--- src/rtl/trap_entry_pkg.sv ---
package trap_entry_pkg;

  typedef enum logic [1:0] {
    EV_NONE = 2'd0,
    EV_EXC  = 2'd1,
    EV_IRQ  = 2'd2
  } ev_kind_e;

  // Status-word bit positions decoded by the rest of the core
  localparam int SR_BLOCK_BIT = 28;
  localparam int SR_BANK_BIT  = 29;
  localparam int SR_PRIV_BIT  = 30;
  localparam int SR_FPUOFF_BIT = 15;
  localparam int SR_MASK_LSB  = 4;

endpackage

--- src/rtl/trap_arbiter.sv ---
module trap_arbiter
  import trap_entry_pkg::*;
#(
  parameter int CODE_W = 12,
  parameter int LVL_W  = 4,
  parameter logic [CODE_W-1:0] UNBLOCKABLE_CODE = 12'h1E0,
  parameter logic [CODE_W-1:0] RESET_CODE       = '0
) (
  input  logic              exc_valid,
  input  logic [CODE_W-1:0] exc_code,
  input  logic              irq_valid,
  input  logic [LVL_W-1:0]  irq_level,
  input  logic [LVL_W-1:0]  sr_mask,
  input  logic              sr_block,
  input  logic              sleeping,
  output ev_kind_e          kind,
  output logic [CODE_W-1:0] eff_code
);

  logic irq_unblocked;
  logic irq_above_mask;

  always_comb begin
    irq_unblocked  = !sr_block || sleeping;
    irq_above_mask = irq_level > sr_mask;

    if (sr_block && (exc_code != UNBLOCKABLE_CODE)) begin
      eff_code = RESET_CODE;
    end else begin
      eff_code = exc_code;
    end

    if (exc_valid) begin
      kind = EV_EXC;
    end else if (irq_valid && irq_unblocked && irq_above_mask) begin
      kind = EV_IRQ;
    end else begin
      kind = EV_NONE;
    end
  end

endmodule

--- src/rtl/trap_target.sv ---
module trap_target
  import trap_entry_pkg::*;
#(
  parameter int XLEN   = 32,
  parameter int CODE_W = 12,
  parameter int LVL_W  = 4,
  parameter logic [XLEN-1:0]   RESET_PC   = 32'hA000_0000,
  parameter logic [XLEN-1:0]   OFS_GEN    = 32'h0000_0100,
  parameter logic [XLEN-1:0]   OFS_MISS   = 32'h0000_0400,
  parameter logic [XLEN-1:0]   OFS_IRQ    = 32'h0000_0600,
  parameter logic [CODE_W-1:0] TRAP_CODE  = 12'h160,
  parameter int                NUM_RST    = 3,
  parameter logic [NUM_RST*CODE_W-1:0] RST_CODES  = {12'h140, 12'h020, 12'h000},
  parameter int                NUM_MISS   = 2,
  parameter logic [NUM_MISS*CODE_W-1:0] MISS_CODES = {12'h060, 12'h040}
) (
  input  ev_kind_e          kind,
  input  logic [CODE_W-1:0] eff_code,
  input  logic [XLEN-1:0]   sr_in,
  input  logic [XLEN-1:0]   pc_in,
  input  logic [XLEN-1:0]   vbr_in,
  input  logic              in_delay_slot,
  output logic [XLEN-1:0]   new_sr,
  output logic [XLEN-1:0]   new_pc,
  output logic [XLEN-1:0]   saved_pc
);

  localparam logic [XLEN-1:0] INSN_STEP = XLEN'(2);

  logic [NUM_RST-1:0]  rst_hit;
  logic [NUM_MISS-1:0] miss_hit;

  for (genvar gi = 0; gi < NUM_RST; gi++) begin : g_rst
    assign rst_hit[gi] = (eff_code == RST_CODES[gi*CODE_W +: CODE_W]);
  end

  for (genvar gj = 0; gj < NUM_MISS; gj++) begin : g_miss
    assign miss_hit[gj] = (eff_code == MISS_CODES[gj*CODE_W +: CODE_W]);
  end

  logic is_exc;
  logic is_rst_class;
  logic is_miss_class;
  logic is_trap;
  logic [XLEN-1:0] rewound_pc;

  always_comb begin
    is_exc        = (kind == EV_EXC);
    is_rst_class  = is_exc && (|rst_hit);
    is_miss_class = is_exc && (|miss_hit);
    is_trap       = is_exc && (eff_code == TRAP_CODE);

    rewound_pc = in_delay_slot ? (pc_in - INSN_STEP) : pc_in;
    saved_pc   = is_trap ? (rewound_pc + INSN_STEP) : rewound_pc;

    new_sr = sr_in;
    new_sr[SR_BLOCK_BIT] = 1'b1;
    new_sr[SR_BANK_BIT]  = 1'b1;
    new_sr[SR_PRIV_BIT]  = 1'b1;
    if (is_rst_class) begin
      new_sr[SR_FPUOFF_BIT] = 1'b0;
      new_sr[SR_MASK_LSB +: LVL_W] = '1;
    end

    if (kind == EV_IRQ) begin
      new_pc = vbr_in + OFS_IRQ;
    end else if (is_rst_class) begin
      new_pc = RESET_PC;
    end else if (is_miss_class) begin
      new_pc = vbr_in + OFS_MISS;
    end else begin
      new_pc = vbr_in + OFS_GEN;
    end
  end

endmodule

--- src/rtl/trap_entry_seq.sv ---
module trap_entry_seq
  import trap_entry_pkg::*;
#(
  parameter int XLEN   = 32,
  parameter int CODE_W = 12,
  parameter int LVL_W  = 4
) (
  input  logic              clk,
  input  logic              rst_n,
  input  logic [XLEN-1:0]   sr_in,
  input  logic [XLEN-1:0]   pc_in,
  input  logic [XLEN-1:0]   r15_in,
  input  logic [XLEN-1:0]   vbr_in,
  input  logic              in_delay_slot,
  input  logic              in_sleep,
  input  logic              exc_valid,
  input  logic [CODE_W-1:0] exc_code,
  input  logic              irq_valid,
  input  logic [CODE_W-1:0] irq_vector,
  input  logic [LVL_W-1:0]  irq_level,
  output logic              take_event,
  output logic              expevt_ld,
  output logic              intevt_ld,
  output logic [XLEN-1:0]   ssr_q,
  output logic [XLEN-1:0]   spc_q,
  output logic [XLEN-1:0]   sgr_q,
  output logic [XLEN-1:0]   sr_q,
  output logic [XLEN-1:0]   pc_q,
  output logic [CODE_W-1:0] expevt_q,
  output logic [CODE_W-1:0] intevt_q
);

  ev_kind_e          kind;
  logic [CODE_W-1:0] eff_code;
  logic [XLEN-1:0]   new_sr;
  logic [XLEN-1:0]   new_pc;
  logic [XLEN-1:0]   saved_pc;

  trap_arbiter #(
    .CODE_W (CODE_W),
    .LVL_W  (LVL_W)
  ) u_arb (
    .exc_valid (exc_valid),
    .exc_code  (exc_code),
    .irq_valid (irq_valid),
    .irq_level (irq_level),
    .sr_mask   (sr_in[SR_MASK_LSB +: LVL_W]),
    .sr_block  (sr_in[SR_BLOCK_BIT]),
    .sleeping  (in_sleep),
    .kind      (kind),
    .eff_code  (eff_code)
  );

  trap_target #(
    .XLEN   (XLEN),
    .CODE_W (CODE_W),
    .LVL_W  (LVL_W)
  ) u_tgt (
    .kind          (kind),
    .eff_code      (eff_code),
    .sr_in         (sr_in),
    .pc_in         (pc_in),
    .vbr_in        (vbr_in),
    .in_delay_slot (in_delay_slot),
    .new_sr        (new_sr),
    .new_pc        (new_pc),
    .saved_pc      (saved_pc)
  );

  // next-state
  logic take_d;
  logic exc_d;
  logic irq_d;

  always_comb begin
    exc_d  = (kind == EV_EXC);
    irq_d  = (kind == EV_IRQ);
    take_d = exc_d || irq_d;
  end

  // strobes
  always_ff @(posedge clk or negedge rst_n) begin
    if (!rst_n) begin
      take_event <= 1'b0;
      expevt_ld  <= 1'b0;
      intevt_ld  <= 1'b0;
    end else begin
      take_event <= take_d;
      expevt_ld  <= exc_d;
      intevt_ld  <= irq_d;
    end
  end

  // context registers, enabled by the entry decision
  always_ff @(posedge clk or negedge rst_n) begin
    if (!rst_n) begin
      ssr_q <= '0;
      spc_q <= '0;
      sgr_q <= '0;
      sr_q  <= '0;
      pc_q  <= '0;
    end else if (take_d) begin
      ssr_q <= sr_in;
      spc_q <= saved_pc;
      sgr_q <= r15_in;
      sr_q  <= new_sr;
      pc_q  <= new_pc;
    end
  end

  always_ff @(posedge clk or negedge rst_n) begin
    if (!rst_n) begin
      expevt_q <= '0;
    end else if (exc_d) begin
      expevt_q <= eff_code;
    end
  end

  always_ff @(posedge clk or negedge rst_n) begin
    if (!rst_n) begin
      intevt_q <= '0;
    end else if (irq_d) begin
      intevt_q <= irq_vector;
    end
  end

endmodule

--- config.mk ---
export PLATFORM = sky130hd
export DESIGN_NAME = trap_entry_seq
export DESIGN_NICKNAME = d
export VERILOG_FILES = /design/src/rtl/trap_entry_pkg.sv /design/src/rtl/trap_arbiter.sv /design/src/rtl/trap_target.sv /design/src/rtl/trap_entry_seq.sv
export SDC_FILE = /design/constraint.sdc
export NUM_CORES = 1
export LEC_CHECK = 0
export ABC_AREA = 1
export BUFFER_PORTS_ARGS = -buffer_cell sky130_fd_sc_hd__buf_2
export CAP_MARGIN = 20
export CORE_MARGIN = 3
export CORE_UTILIZATION = 41
export DETAILED_ROUTE_END_ITERATION = 16
export PLACE_DENSITY_LB_ADDON = 0.2
export SLEW_MARGIN = 5
export SYNTH_ARGS = -nofsm -noshare
export SYNTH_HDL_FRONTEND = slang
export SYNTH_HIERARCHICAL = 1
export SYNTH_SLANG_ARGS = --single-unit
--- constraint.sdc ---
create_clock -name clk -period 0.8 [get_ports clk]
set_input_delay 0.08 -clock clk [delete_from_list [all_inputs] [get_ports clk]]
set_output_delay 0.08 -clock clk [all_outputs]
set_load 0.03 [all_outputs]
Word-level counts from Yosys, hierarchy flattened
Cells that the tools add are included.
Widths: inputs -> output; s select.

storage, ports and cells
  bits in registers = 187
  input bits = 162
  output and inout bits = 187

cells by class
  add/subtract/negate cells = 5
  $lt $le $gt $ge = 1
  equality and inequality tests = 8
  muxes and demuxes = 10
  reductions and logical operators = 12

operators with widths
  cell                    number
  $mux 32                 5
  $add 32x11->32 const B  2
  $add 32x2->32 const B   1
  $add 32x9->32 const B   1
  $sub 32x2->32 const B   1
  $eq 12x7->1 const B     2
  $eq 12x9->1 const B     2
  $eq 12x6->1 const B     1
  $logic_not 12->1        1
  $mux 12                 1
  $ne 12x9->1 const B     1
  $logic_and 1x1->1       6
  $gt 4x4->1              1
  $mux 2                  2
  $mux 4                  1
  $reduce_or 3->1         1
  $eq 2x1->1 const B      1
  $eq 2x2->1 const B      1
  $logic_or 1x1->1        2
  $reduce_or 2->1         1
  $logic_not 1->1         1
  $mux 1                  1

Logic depth before layout (Yosys ltp)
Gate-level depths: netlist of run 1.

  depth in word-level cells = 11
  gate-level depth with buffers = 21
  depth with buffers taken out = 21

Modules after synthesis
The synthesis of run 1 kept the hierarchy.

by module, submodules not included
  module          instances  cells each  area an instance (um^2)  sequential area each (um^2)
  trap_entry_seq  1          787         7,053.0                  4,679.5
  trap_target     1          743         3,741.1                  0.0
  trap_arbiter    1          58          336.6                    0.0

Worst setup path before layout of run 1
Ideal clock, no wire load.

  path type = input to register
  from = in sr_in[7]
  to = reg spc_q[27]
  library setup time = 117 ps
  data arrival time = 2,070 ps
  data required time = 683 ps
  setup slack = -1,387 ps
  stages = 20
  path through = inv_1 -> ha_1 -> a21oi_1 -> o21ai_0 -> nand2_1 -> inv_1 -> nor2_1 -> nand3_1 -> nor2_1 -> nand2_2 -> nor2_2 -> nand3_4 -> nor2_4 -> nand3_1 -> nor2_4 -> nand2_1 -> nand2_1 -> nand2_1 -> nand2_1 -> nand2_1

between the ends
  cells in the longest elaborated chain, start to end = 7

ends and longest elaborated chain
  element                 line                   source
  start: declaration      trap_entry_seq.sv:10   input logic [XLEN-1:0] sr_in,
  $gt 4x4->1              trap_arbiter.sv:25     irq_above_mask = irq_level > sr_mask;
  $logic_and 1x1->1       trap_arbiter.sv:35     end else if (irq_valid && irq_unblocked && irq_above_mask) begin
  $mux 2                  trap_arbiter.sv:35
  $mux 2                  trap_arbiter.sv:33     if (exc_valid) begin
  net kind[1]             trap_entry_seq.sv:33   ev_kind_e kind;
  $eq 2x1->1              trap_target.sv:48      is_exc = (kind == EV_EXC);
  $logic_and 1x1->1       trap_target.sv:51      is_trap = is_exc && (eff_code == TRAP_CODE);
  $mux 32                 trap_target.sv:54      saved_pc = is_trap ? (rewound_pc + INSN_STEP) : rewound_pc;
  net saved_pc[27]        trap_entry_seq.sv:37   logic [XLEN-1:0] saved_pc;
  end signal: assignment  trap_entry_seq.sv:104  spc_q <= saved_pc;
  end: declaration        trap_entry_seq.sv:25   output logic [XLEN-1:0] spc_q,

The timed path passes the listed nets, and every way through them passes these cells.
A chain may end at the register's enable or synchronous reset.

Final worst setup path of run 1
  from = in exc_code[4]
  to = reg pc_q[28]

between the ends
  cells in the longest elaborated chain, start to end = 9

ends and longest elaborated chain
  element                 line                   source
  start: declaration      trap_entry_seq.sv:17   input logic [CODE_W-1:0] exc_code,
  $ne 12x9->1 *           trap_arbiter.sv:27     if (sr_block && (exc_code != UNBLOCKABLE_CODE)) begin
  $logic_and 1x1->1 *     trap_arbiter.sv:27
  $mux 12 *               trap_arbiter.sv:27
  net eff_code[10]        trap_entry_seq.sv:34   logic [CODE_W-1:0] eff_code;
  $eq 12x7->1             trap_target.sv:38      assign miss_hit[gj] = (eff_code == MISS_CODES[gj*CODE_W +: CODE_W]);
  $reduce_or 2->1         trap_target.sv:50      is_miss_class = is_exc && (|miss_hit);
  $logic_and 1x1->1       trap_target.sv:50
  $mux 32                 trap_target.sv:69      end else if (is_miss_class) begin
  $mux 32 *               trap_target.sv:67      end else if (is_rst_class) begin
  $mux 32 *               trap_target.sv:65      if (kind == EV_IRQ) begin
  net new_pc[28]          trap_entry_seq.sv:36   logic [XLEN-1:0] new_pc;
  end signal: assignment  trap_entry_seq.sv:107  pc_q <= new_pc;
  end: declaration        trap_entry_seq.sv:28   output logic [XLEN-1:0] pc_q,

Mark *: on every way through the listed nets, which the timed path passes. The rest lies on a longest branch.

==> Flow_metrics.wiki, run 1 <==
{| class="wikitable"
! Metric !! Value
|-
| Outcome || finished with violations
|-
| Failing checks || negative setup slack
|-
| Average cell area after synthesis || 7.01 um2
|-
| Top area cells in the synthesized netlist || sky130_fd_sc_hd__dfrtp_1, sky130_fd_sc_hd__nand2_1, sky130_fd_sc_hd__inv_1, sky130_fd_sc_hd__nor2_1, sky130_fd_sc_hd__buf_4
|-
| Startpoint kind of the worst setup timing path || primary input
|-
| Internal power contribution || 0.0198 W
|-
| Area taken by multi-input logic gates || ~6300 um2
|-
| Pwr/cell area || around 1700 nW/um2
|-
| Relative contribution of sequential cells to total power || 36.2%
|-
| Number of max-slew violations in the final report || 0
|-
| Die Width || 171 um
|-
| CTS H-Tree Depth || 4
|-
| Net load switching power || between 0.01 and 0.015 W
|-
| Count of synthesis-stage warnings from yosys || 6
|-
| Number of unique standard cell types used by synthesis || 46
|-
| Leak Pwr || around 10 nW
|-
| Fin nets || 2470
|-
| Worst voltage drop across the vdd grid || about 1300 uV
|-
| Post-detailed-routing wire length || 41900 um
|-
| Kind of capture point of the worst setup path || flip-flop
|-
| Count of max-cap constraint violations || 0
|-
| Unrepaired setup endpoints after global routing || true
|-
| Startpoint of the most critical register-to-register path || sgr_q[3]$_DFFE_PN0P_
|-
| Ratio of final minimum period to clock period || 237%
|-
| Final Hold Violating Endpoints || 0
|-
| Number of synthesized register bits || 187
|-
| Core Box Area || 26400 um2
|-
| Sequential cell area || 4680 um2
|-
| Skew final || 0 ns
|-
| Row count || ~60
|-
| Antenna Nets Post-Route || 0
|-
| Worst hold path class || in -> reg
|-
| Worst Min Path Start || vbr_in[9]
|-
| Clock tree from TritonCTS || built
|-
| CTS clk-pin slew, worst paths || roughly 0.08 ns
|-
| DRC errors left || 0
|-
| Tot GR Track Use || a little over a quarter
|-
| Clock root buffer master || sky130_fd_sc_hd__clkbuf_16
|-
| Via Count || about 13000
|-
| Buffer depth of the longest clock path || 2
|-
| CP Data Arrival Time || approximately 2.2 ns
|-
| Leading cell type in the layout, fill and taps excluded || sky130_fd_sc_hd__nand2_1
|-
| Count of mapped cells out of synthesis || roughly 1600
|-
| Sinks on Clock Net || 187
|-
| Worst setup path startpoint || exc_code[4]
|-
| Number of setup violations in the final report || approximately 370
|-
| GR Overflow Total || 0
|-
| Share of the synthesized area in the top cell type || between 40% and 50%
|-
| HPWL after detailed placement || 27400 um
|-
| Worst slack, placed || -1.73 ns
|-
| Average detailed-routed wire length per instance || 15.9 um
|-
| Netlist Area Pre-Place || about 11000 um2
|-
| Via-per-instance ratio || a little under 5
|-
| Maximum fanout encountered on the critical timing path || 5
|-
| Final critical delay including setup and external delays || 1.90 ns
|-
| Share of final-layout standard cells stronger than drive strength 1 || 41.5%
|-
| Largest net degree at the start of global routing || 30
|-
| Weighted congestion at the end of routability-driven global placement || 0.883
|-
| Synthesis-to-finish area growth || 69.3%
|-
| Final worst-path setup slack || -1.10 ns
|-
| Violation count after the first detailed-route iteration || 792
|-
| Clock network fraction of design power || between 20 and 30%
|-
| Switching power as a share of total power || between 30% and 40%
|-
| Die Height || 171 um
|-
| Starting Density || 42.2%
|-
| Sum of negative setup slack || -189.59 ns
|-
| # fillers || 2029
|-
| First-pass iteration count of the detailed router || 5
|-
| Ys async rst share || 100%
|-
| Required arrival time at the worst endpoint || 1.13 ns
|-
| Number of enable-type register cells in the synthesized netlist || 0
|-
| CTS buffer count || 17
|-
| Kind of critical path || in -> reg
|-
| Worst-Skew Late Latency || between 0.4 and 0.5 ns
|-
| Combinational fraction of design power || 37.1%
|-
| Commonest cells after routing, fill and taps aside || sky130_fd_sc_hd__nand2_1, sky130_fd_sc_hd__buf_2, sky130_fd_sc_hd__buf_4
|-
| Primary FF master, synth || sky130_fd_sc_hd__dfrtp_1
|-
| I/O pins || ~350
|-
| Antenna violations before repair || 1
|-
| First-pass GRT wire length || 63200 um
|-
| Area of the die || 29200 um2
|-
| Peak Freq || 0.527 GHz
|-
| Share of the yosys chip area belonging to registers || 42.0%
|-
| Synth area leader || sky130_fd_sc_hd__dfrtp_1
|-
| Port Buffer Count || 348
|-
| Via count of the first global-routing pass || 12800
|}
-- cell type report --
cell class	count	share of cell area, %
clock buffer	18	2.33
timing repair inverter	3	0.239
clock inverter	14	0.870
antenna	1	0.0133
timing repair buffer	753	32.5
tap	335	2.22
multi-input combinational	1174	33.3
inverter	157	3.64
sequential	187	24.8
-- Yosys cell counts, types with 3 or more instances --
cell                       count
sky130_fd_sc_hd__nor2_1      105
sky130_fd_sc_hd__a21oi_1      29
sky130_fd_sc_hd__a21oi_2      10
sky130_fd_sc_hd__nor2_2       18
sky130_fd_sc_hd__nor3_1       12
sky130_fd_sc_hd__nand2_2      16
sky130_fd_sc_hd__inv_1       136
sky130_fd_sc_hd__o21ai_1       3
sky130_fd_sc_hd__inv_2        16
sky130_fd_sc_hd__nand3b_1      5
sky130_fd_sc_hd__nand3_2       4
sky130_fd_sc_hd__clkinv_1      3
sky130_fd_sc_hd__o22ai_1       4
sky130_fd_sc_hd__or2_2         5
sky130_fd_sc_hd__ha_1         15
sky130_fd_sc_hd__xnor2_1       9
sky130_fd_sc_hd__nand3_1      49
sky130_fd_sc_hd__xor2_1       23
sky130_fd_sc_hd__nor2_4       15
sky130_fd_sc_hd__clkbuf_1      5
sky130_fd_sc_hd__dfrtp_1     187
sky130_fd_sc_hd__buf_4        42
sky130_fd_sc_hd__buf_2        24
sky130_fd_sc_hd__o21ai_0      51
sky130_fd_sc_hd__nand2_1     753
sky130_fd_sc_hd__nand4_1      24
-- power by group through the flow --
stage                     Sequential, W  Clock, W  Combinational [W]
after global placement           0.0118         0            0.00962
after detailed placement         0.0118         0            0.00976
after global routing             0.0119   0.00919             0.0128
final                            0.0117   0.00866             0.0120
after CTS                        0.0116   0.00878             0.0113
after floorplan                  0.0146         0            0.00306
-- cell families (layout without fill, tap and decap cells) --
logic type | after synthesis | after routing | synth area share (%)
AO/OA/AOI/OAI | 104 | 104 | 5.28
XOR/XNOR | 33 | 33 | 2.66
adder cells (fa/ha/maj) | 15 | 15 | 1.69
buffers and inverters | 230 | 945 | 9.61
flip-flops | 187 | 187 | 42.0
other | 1 | 4 | 0.0337
AND/OR/NAND/NOR | 1018 | 1019 | 38.7
-- final timing paths --
check	end	slack (ns)	depth (start not counted)
max	pc_q[28]$_DFFE_PN0P_	-1.10	19
min	pc_q[9]$_DFFE_PN0P_	0.03	4
max reg2reg	sgr_q[3]$_DFFE_PN0P_	0.10	2
min reg2reg	expevt_q[8]$_DFFE_PN0N_	0.47	2
max in group asynchronous	pc_q[27]$_DFFE_PN0P_	0.20	3
min in group asynchronous	ssr_q[18]$_DFFE_PN0P_	0.11	2
-- timing repair --
action | 4_1_cts | 5_1_grt
pin swaps | 63 | 74
gates cloned | 20 | 10
hold buffers | 85 | 0
endpoints found under the setup margin | 374 | 374
gates resized for setup | 216 | 96
buffers inserted | 39 | 29
hold endpoints to repair | 296 | 0
-- metrics by stage --
step                      utilization, %  instances  power, W  hold slack, ns  instance area (um2)
final                               71.5       2642    0.0324          0.0271                18800
after global routing                71.5       2642    0.0338          0.0157                18800
after CTS                           69.1       2617    0.0318          0.0122                18200
after detailed placement            57.7       2442    0.0216          0.0132                15200
after global placement              57.7       2442    0.0214          0.0121                15200
after floorplan                        -       1590    0.0177          -0.216                11600
-- worst max-delay path, stage by stage --
cell and delay (ns):
sky130_fd_sc_hd__buf_12 0.10, sky130_fd_sc_hd__inv_16 0.03, sky130_fd_sc_hd__nand2_4 0.07, sky130_fd_sc_hd__nor2_4 0.04, sky130_fd_sc_hd__nand3_4 0.08, sky130_fd_sc_hd__buf_4 0.21
sky130_fd_sc_hd__a21oi_4 0.08, sky130_fd_sc_hd__nor2_4 0.15, sky130_fd_sc_hd__nand3_4 0.11, sky130_fd_sc_hd__nor2_1 0.11, sky130_fd_sc_hd__nand3_1 0.12, sky130_fd_sc_hd__a21boi_4 0.25
sky130_fd_sc_hd__nor2_4 0.10, sky130_fd_sc_hd__buf_4 0.14, sky130_fd_sc_hd__buf_4 0.12, sky130_fd_sc_hd__buf_4 0.12, sky130_fd_sc_hd__a32o_1 0.21, sky130_fd_sc_hd__nand2_1 0.05
sky130_fd_sc_hd__nand2_1 0.04
-- per-layer routing --
layer	GRT usage [%]	vias to the layer above	wire length (um)	share of wire [%]
met5	0	-	0	0
met4	11.7	0	1740	4.2
met3	4.04	114	2440	5.8
met2	47.9	463	21000	50
met1	32.5	6084	16800	40
li1	-	6287	-	-
-- registers in the layout, indices dropped and copies added, names as in the netlist --
signal,cells
expevt_q,12
spc_q,32
take_event,1
sgr_q,32
ssr_q,32
intevt_ld,1
sr_q,32
expevt_ld,1
intevt_q,12
pc_q,32
(Power assumes the default switching activity.)
==> inputs of run 2 (changes only) <==
Settings changed: ABC_AREA 1 to not set.
==> run 2 against run 1 <==
Effect of this change:
- the flow still finishes with violations (negative setup slack)
- clock-buffer cell count stayed put
- synthesized area down 3.9%
- clock power grew 1%
- die area is 3.7% lower
- first-iteration DRC count fell by 19%
- register-to-register slack lost 0.25 ns
- routed wire length down 1.3%
- critical endpoint is now spc_q[25]$_DFFE_PN0P_
- largest cell class is now buffers
==> Flow_metrics.wiki, run 2 <==
{| class="wikitable"
! Metric !! Value
|-
| I/O pins || between 300 and 400
|-
| Starting Density || 42.1%
|-
| Share of the yosys chip area belonging to registers || 43.7%
|-
| Kind of critical path || in -> reg
|-
| Worst relative slew slack || 60.8%
|-
| DRC errors left || 0
|-
| Average cell area after synthesis || 11.6 um2
|-
| Startpoint of the most critical register-to-register path || sgr_q[30]$_DFFE_PN0P_
|-
| Worst slack, placed || -2.43 ns
|-
| Worst hold slack across all endpoints || 0.0165 ns
|-
| Count of max-cap constraint violations || 0
|-
| Leading cell type in the layout, fill and taps excluded || sky130_fd_sc_hd__buf_4
|-
| Required arrival time at the worst endpoint || 1.11 ns
|-
| Ratio of final minimum period to clock period || 339%
|-
| Clock tree from TritonCTS || built
|-
| Outcome || finished with violations
|-
| Share of final-layout standard cells stronger than drive strength 1 || between 60 and 70%
|-
| Via count of the first global-routing pass || around 11000
|-
| Placed cells || 1790
|-
| CTS H-Tree Depth || 4
|-
| Number of max-slew violations in the final report || 0
|-
| Final worst-path setup slack || -1.91 ns
|-
| Worst-Skew Late Latency || about 0.42 ns
|-
| Slew at the pin closest to its max-slew limit || 0.583 ns
|-
| Buffer depth of the longest clock path || 2
|-
| Via-per-instance ratio || 5.22
|-
| Ys async rst share || 100%
|-
| Post-detailed-routing wire length || between 40000 and 50000 um
|-
| Synth area leader || sky130_fd_sc_hd__dfrtp_1
|-
| Largest net degree at the start of global routing || 29
|-
| Tot GR Track Use || 28.9%
|-
| CTS clk-pin slew, worst paths || 0.08 ns
|-
| Area of the die || 28100 um2
|-
| Kind of capture point of the worst setup path || flip-flop
|-
| Row count || between 50 and 60
|-
| Fraction of the core area covered by cells at the end of the flow || between 70 and 80%
|-
| Post-layout instance area || 19400 um2
|-
| Number of setup violations in the final report || 374
|-
| Number of unique standard cell types used by synthesis || 74
|-
| Flop2flop setup slack || -0.15 ns
|-
| Startpoint kind of the worst setup timing path || primary input
|-
| Worst voltage drop across the vdd grid || 1410 uV
|-
| Number of enable-type register cells in the synthesized netlist || 0
|-
| Fin nets || 1846
|-
| Failing checks || negative setup slack
|-
| Worst Min Path Start || sr_in[4]
|-
| Violation count after the first detailed-route iteration || 640
|-
| Number of synthesized register bits || 187
|-
| Worst reg-to-reg path cell count || 2
|-
| Via Count || 10500
|-
| Maximum fanout encountered on the critical timing path || 3
|-
| Count of synthesis-stage warnings from yosys || 6
|-
| Hold-critical path endpoint || sr_q[4]$_DFFE_PN0P_
|-
| End of the worst register-to-register path || sgr_q[30]$_DFFE_PN0P_
|-
| Die Height || ~170 um
|-
| Unrepaired setup endpoints after global routing || true
|-
| Weighted congestion at the end of routability-driven global placement || 0.935
|-
| GR Overflow Total || 0
|-
| Worst hold path class || in -> reg
|-
| Pwr/cell area || 1850 nW/um2
|-
| Average detailed-routed wire length per instance || 20.6 um
|-
| CP Data Arrival Time || 3.02 ns
|-
| First-pass iteration count of the detailed router || 5
|-
| Antenna violations before repair || 1
|-
| Clock root buffer master || sky130_fd_sc_hd__clkbuf_16
|-
| Core Box Area || 25400 um2
|-
| Die Width || approximately 170 um
|-
| Primary FF master, synth || sky130_fd_sc_hd__dfrtp_1
|-
| Post-Layout Cell Count || 2012
|-
| Antenna Nets Post-Route || 0
|-
| Synthesis-to-finish area growth || 81.2%
|-
| Sinks on Clock Net || 187
|-
| Count of mapped cells out of synthesis || slightly above 900
|-
| Share of the synthesized area in the top cell type || between 40 and 50%
|-
| Post-synth top cells || sky130_fd_sc_hd__dfrtp_1, sky130_fd_sc_hd__mux2_2, sky130_fd_sc_hd__mux2_4, sky130_fd_sc_hd__nand2_1, sky130_fd_sc_hd__nor2_1
|-
| Leak Pwr || 9.36 nW
|-
| Top area cells in the synthesized netlist || sky130_fd_sc_hd__dfrtp_1, sky130_fd_sc_hd__mux2_4, sky130_fd_sc_hd__mux2_2, sky130_fd_sc_hd__xnor2_1, sky130_fd_sc_hd__buf_4
|-
| Port Buffer Count || 348
|-
| Placed inst area || roughly 15000 um2
|-
| Final critical delay including setup and external delays || 2.71 ns
|-
| Netlist Area Pre-Place || around 11000 um2
|-
| Peak Freq || 0.369 GHz
|-
| Number of cells traversed by the worst hold path || 3
|-
| Skew final || 0 ns
|-
| Number of diodes || 0
|-
| HPWL after detailed placement || 25600 um
|-
| CTS buffer count || 17
|-
| Leading cell type by number of instances after synthesis || sky130_fd_sc_hd__dfrtp_1
|-
| Commonest cells after routing, fill and taps aside || sky130_fd_sc_hd__buf_4, sky130_fd_sc_hd__buf_6, sky130_fd_sc_hd__dfrtp_1
|-
| First-pass GRT wire length || between 60000 and 70000 um
|-
| Final Hold Violating Endpoints || 0
|}
==> run 2: cell types whose count changed in the layout (fill, tap and decap cells not counted), moves of 31 or more <==
cell,previous run,this run
sky130_fd_sc_hd__buf_2,330,157
sky130_fd_sc_hd__buf_4,235,295
sky130_fd_sc_hd__buf_6,40,221
sky130_fd_sc_hd__inv_1,117,13
sky130_fd_sc_hd__mux2_4,0,157
sky130_fd_sc_hd__nand2_1,693,42
sky130_fd_sc_hd__nand2_2,64,6
sky130_fd_sc_hd__nor2_1,80,44
sky130_fd_sc_hd__nor2_4,34,3
==> run 2: worst max path at each step <==
| stage | startpoint | to | slack [ns] | depth (start not counted) |
|---|---|---|---|---|
| 2_1_floorplan | exc_code[5] | spc_q[25]$_DFFE_PN0P_ | -2.29 | 12 |
| 3_3_place_gp | sr_in[5] | spc_q[31]$_DFFE_PN0P_ | -2.38 | 16 |
| 3_5_place_dp | sr_in[5] | spc_q[31]$_DFFE_PN0P_ | -2.43 | 16 |
| 4_1_cts | exc_code[5] | spc_q[25]$_DFFE_PN0P_ | -1.81 | 13 |
| 5_1_grt | exc_code[5] | spc_q[24]$_DFFE_PN0P_ | -2.00 | 15 |
| 6_report | exc_code[5] | spc_q[25]$_DFFE_PN0P_ | -1.91 | 13 |
==> run 2: stage by stage <==
step                      power [W]  setup TNS (ns)
final                        0.0358         -292.59
after global routing         0.0371         -305.95
after CTS                    0.0355         -280.82
after detailed placement     0.0225         -294.97
after global placement       0.0223         -292.53
after floorplan              0.0185         -237.54
==> run 2: cell families (layout without fill, tap and decap cells) <==
group | count (synthesis) | in the layout | share of synthesized area (%)
simple gates | 256 | 256 | 13.9
mux | 193 | 193 | 23.3
flops | 187 | 187 | 43.7
compound gates | 123 | 123 | 7.50
buf+inv | 91 | 850 | 5.27
xor+xnor | 55 | 55 | 4.50
fa+ha+maj | 15 | 15 | 1.75
other cells | 1 | 3 | 0.0350
==> run 2: what timing repair did <==
action | 4_1_cts | 5_1_grt
setup endpoints to repair | 374 | 374
hold buffers | 83 | 0
gates resized for setup | 551 | 48
cloned | 10 | 0
endpoints found under the hold margin | 295 | 0
setup buffers | 105 | 20
pin swaps | 30 | 20
==> run 2: critical path, stage by stage <==
cell,delay [ns]
sky130_fd_sc_hd__buf_2,0.10
sky130_fd_sc_hd__nor4bb_1,0.13
sky130_fd_sc_hd__a31oi_1,0.22
sky130_fd_sc_hd__nor2b_1,0.09
sky130_fd_sc_hd__or4_4,0.54
sky130_fd_sc_hd__nor4_4,0.34
sky130_fd_sc_hd__o211a_1,0.22
sky130_fd_sc_hd__nor3b_4,0.21
sky130_fd_sc_hd__nand2_1,0.11
sky130_fd_sc_hd__or3b_4,0.43
sky130_fd_sc_hd__mux2i_2,0.16
sky130_fd_sc_hd__xnor2_1,0.13
sky130_fd_sc_hd__mux2_4,0.26
==> run 2: cell type report <==
class                      count  area [um2]
fill                        1536        6010
multi-input combinational    645        6410
sequential                   187        4680
inverter                      17        78.8
clock buffer                  18         429
timing repair buffer         801        7220
clock inverter                14         166
tap                          330         413
==> run 2: layer usage <==
| layer | wire, um | up-vias | GRT usage [%] |
|---|---|---|---|
| li1 | - | 4784 | - |
| met1 | 16900 | 5222 | 36.1 |
| met2 | 21400 | 421 | 52.1 |
| met3 | 2200 | 68 | 5.03 |
| met4 | 839 | 2 | 7.08 |
| met5 | 10 | - | 0 |
==> run 2: report_power, final <==
part,internal (W),total [W],leakage [nW],switching (W)
logic,0.00787,0.0147,6.86,0.00687
registers,0.0109,0.0123,2.22,0.00134
clock network,0.00426,0.00876,0.288,0.00449
total,0.0231,0.0358,9.36,0.0127
==> inputs of run 3 (changes only) <==
Settings changed: RECOVER_POWER set to 100.
==> run 3 against run 2 <==
Effect of this change:
- the run still ends with negative setup slack left
- global-route usage unchanged
- cell count unchanged
- register-to-register slack about the same
- cell area about the same
- critical endpoint unchanged
- highest routed layer unchanged
==> Flow_metrics.wiki, run 3 (synthesis gave the netlist of run 2 again) <==
{| class="wikitable"
! Metric !! Value
|-
| Die Height || 168 um
|-
| Slew at the pin closest to its max-slew limit || 0.583 ns
|-
| Internal power contribution || around 0.023 W
|-
| Share of final-layout standard cells stronger than drive strength 1 || 62.6%
|-
| Clock network fraction of design power || 24.5%
|-
| Peak Freq || 0.369 GHz
|-
| Final Hold Violating Endpoints || 0
|-
| Kind of critical path || in -> reg
|-
| Net load switching power || between 0.01 and 0.015 W
|-
| Startpoint kind of the worst setup timing path || primary input
|-
| GR Overflow Total || 0
|-
| Core Box Area || 25400 um2
|-
| Via count of the first global-routing pass || ~11000
|-
| CP delay by family, top || simple AND/OR/NAND/NOR gates
|-
| Worst reg-to-reg path cell count || 2
|-
| Failing checks || negative setup slack
|-
| Post-layout instance area || between 15000 and 20000 um2
|-
| HPWL after detailed placement || approximately 26000 um
|-
| Via Count || about 10000
|-
| Count of max-cap constraint violations || 0
|-
| Average detailed-routed wire length per instance || 20.6 um
|-
| Post-detailed-routing wire length || 41400 um
|-
| Required arrival time at the worst endpoint || between 1 and 1.5 ns
|-
| Combinational fraction of design power || about two fifths
|-
| CTS buffer count || 17
|-
| Final critical delay including setup and external delays || 2.71 ns
|-
| Sinks on Clock Net || 187
|-
| Tot GR Track Use || 28.9%
|-
| Number of diodes || 0
|-
| First-pass GRT wire length || 64800 um
|-
| Worst voltage drop across the vdd grid || 1410 uV
|-
| I/O pins || 349
|-
| Unrepaired setup endpoints after global routing || true
|-
| Starting Density || 42.1%
|-
| Kind of capture point of the worst setup path || flip-flop
|-
| DRC errors left || 0
|-
| Leading cell type in the layout, fill and taps excluded || sky130_fd_sc_hd__buf_4
|-
| Via-per-instance ratio || ~5.2
|-
| Area of the die || 28100 um2
|-
| Worst path depth || 13
|-
| Number of max-slew violations in the final report || 0
|-
| Worst-Skew Late Latency || 0.42 ns
|-
| First-pass iteration count of the detailed router || 5
|-
| Fraction of the core area covered by cells at the end of the flow || about three quarters
|-
| Buffer depth of the longest clock path || 2
|-
| Ratio of final minimum period to clock period || 339%
|-
| Relative contribution of sequential cells to total power || 34.3%
|-
| Commonest cells after routing, fill and taps aside || sky130_fd_sc_hd__buf_4, sky130_fd_sc_hd__buf_6, sky130_fd_sc_hd__dfrtp_1
|-
| Largest net degree at the start of global routing || 29
|-
| Worst hold path class || in -> reg
|-
| Weighted congestion at the end of routability-driven global placement || slightly above 0.9
|-
| Worst path max stage delay || 0.54 ns
|-
| Pwr/cell area || 1850 nW/um2
|-
| CP Data Arrival Time || roughly 3.0 ns
|-
| Antenna violations before repair || 1
|-
| Area taken by multi-input logic gates || roughly 6400 um2
|-
| Port Buffer Count || 348
|-
| Die Width || roughly 170 um
|-
| Fin nets || 1846
|-
| Switching power as a share of total power || between 30% and 40%
|-
| Critical path cell sequence || buf_2 -> nor4bb_1 -> a31oi_1 -> nor2b_1 -> or4_4 -> nor4_4 -> o211a_1 -> nor3b_4 -> nand2_1 -> or3b_4 -> mux2i_2 -> xnor2_1 -> mux2_4
|-
| Maximum fanout encountered on the critical timing path || 3
|-
| Synthesis-to-finish area growth || 81.1%
|-
| Worst relative slew slack || 60.8%
|-
| Final worst-path setup slack || -1.91 ns
|-
| Clock root buffer master || sky130_fd_sc_hd__clkbuf_16
|-
| Skew final || 0 ns
|-
| # fillers || 1539
|-
| Number of setup violations in the final report || 374
|-
| Antenna Nets Post-Route || 0
|-
| Clock tree from TritonCTS || built
|-
| Row count || 58
|-
| Critical-path cell with the highest stage delay || sky130_fd_sc_hd__or4_4
|-
| CTS H-Tree Depth || 4
|-
| Number of buffer and inverter instances along the worst setup path || 1
|-
| Number of cells traversed by the worst hold path || 3
|-
| Violation count after the first detailed-route iteration || 636
|-
| Leak Pwr || 9.36 nW
|-
| Outcome || finished with violations
|-
| Placed inst area || 14900 um2
|-
| CTS clk-pin slew, worst paths || 0.08 ns
|-
| Sequential cell area || 4680 um2
|-
| Sum of negative setup slack || -292.60 ns
|}
==> run 3: cell counts in the layout (fill, tap and decap cells not counted) <==
No cell type changed its count.
==> run 3: power by group through the flow <==
stage | registers, W | clock network [W] | logic [W]
CTS | 0.0121 | 0.00888 | 0.0145
global route | 0.0124 | 0.00929 | 0.0153
finish | 0.0123 | 0.00876 | 0.0147
detailed placement | 0.0119 | 0 | 0.0106
floorplan | 0.0149 | 0 | 0.00366
global placement | 0.0119 | 0 | 0.0105
==> run 3: layer usage <==
metal  share of wire [%]  up-vias  track usage [%]  wire length (um)
met3                 5.3       67             5.03              2180
li1                    -     4784                -                 -
met4                 2.0        2             7.08               831
met1                  41     5220             36.1             17000
met5               0.024        -                0                10
met2                  52      416             52.1             21400
==> run 3: final cells by class <==
cell class	count	area share (%)
Tap cell	330	2.13
Multi-Input combinational cell	645	33.1
Clock buffer	18	2.21
Sequential cell	187	24.2
Inverter	17	0.407
Timing Repair Buffer	801	37.2
Clock inverter	14	0.859
==> run 3: worst register-to-register path: cells and delay by family (launching register included) <==
| family | cells | cell delay (ns) |
|---|---|---|
| flops | 1 | 0.43 |
| mux | 1 | 0.26 |
| buf+inv | 1 | 0.15 |
==> run 3: path summary, 6_finish.rpt <==
path                                       startpoint  slack [ns]               endpoint
worst min register to register    pc_q[6]$_DFFE_PN0P_        0.54    pc_q[6]$_DFFE_PN0P_
worst max-delay path                      exc_code[5]       -1.91  spc_q[25]$_DFFE_PN0P_
max in group asynchronous                       rst_n        0.02   sgr_q[5]$_DFFE_PN0P_
worst max register to register  sgr_q[30]$_DFFE_PN0P_       -0.15  sgr_q[30]$_DFFE_PN0P_
worst min-delay path                         sr_in[4]        0.02    sr_q[4]$_DFFE_PN0P_
min in group asynchronous                       rst_n        0.18  ssr_q[24]$_DFFE_PN0P_
==> run 3: timing repair <==
item,in CTS,in global routing
pin swaps,30,20
hold buffers,83,0
endpoints found under the setup margin,374,374
setup buffers,105,20
gates resized for setup,551,48
hold endpoints to repair,295,0
cloned,10,0
==> run 3: per-stage QoR <==
stage	hold slack, ns	power (W)	worst slack (ns)	std cells
final	0.0162	0.0358	-1.91	2012
after global routing	0.0186	0.0371	-2.00	2012
after CTS	0.00659	0.0355	-1.81	2014
after detailed placement	0.0158	0.0225	-2.43	1790
after global placement	0.0187	0.0223	-2.38	1790
after floorplan	-0.216	0.0185	-2.29	923
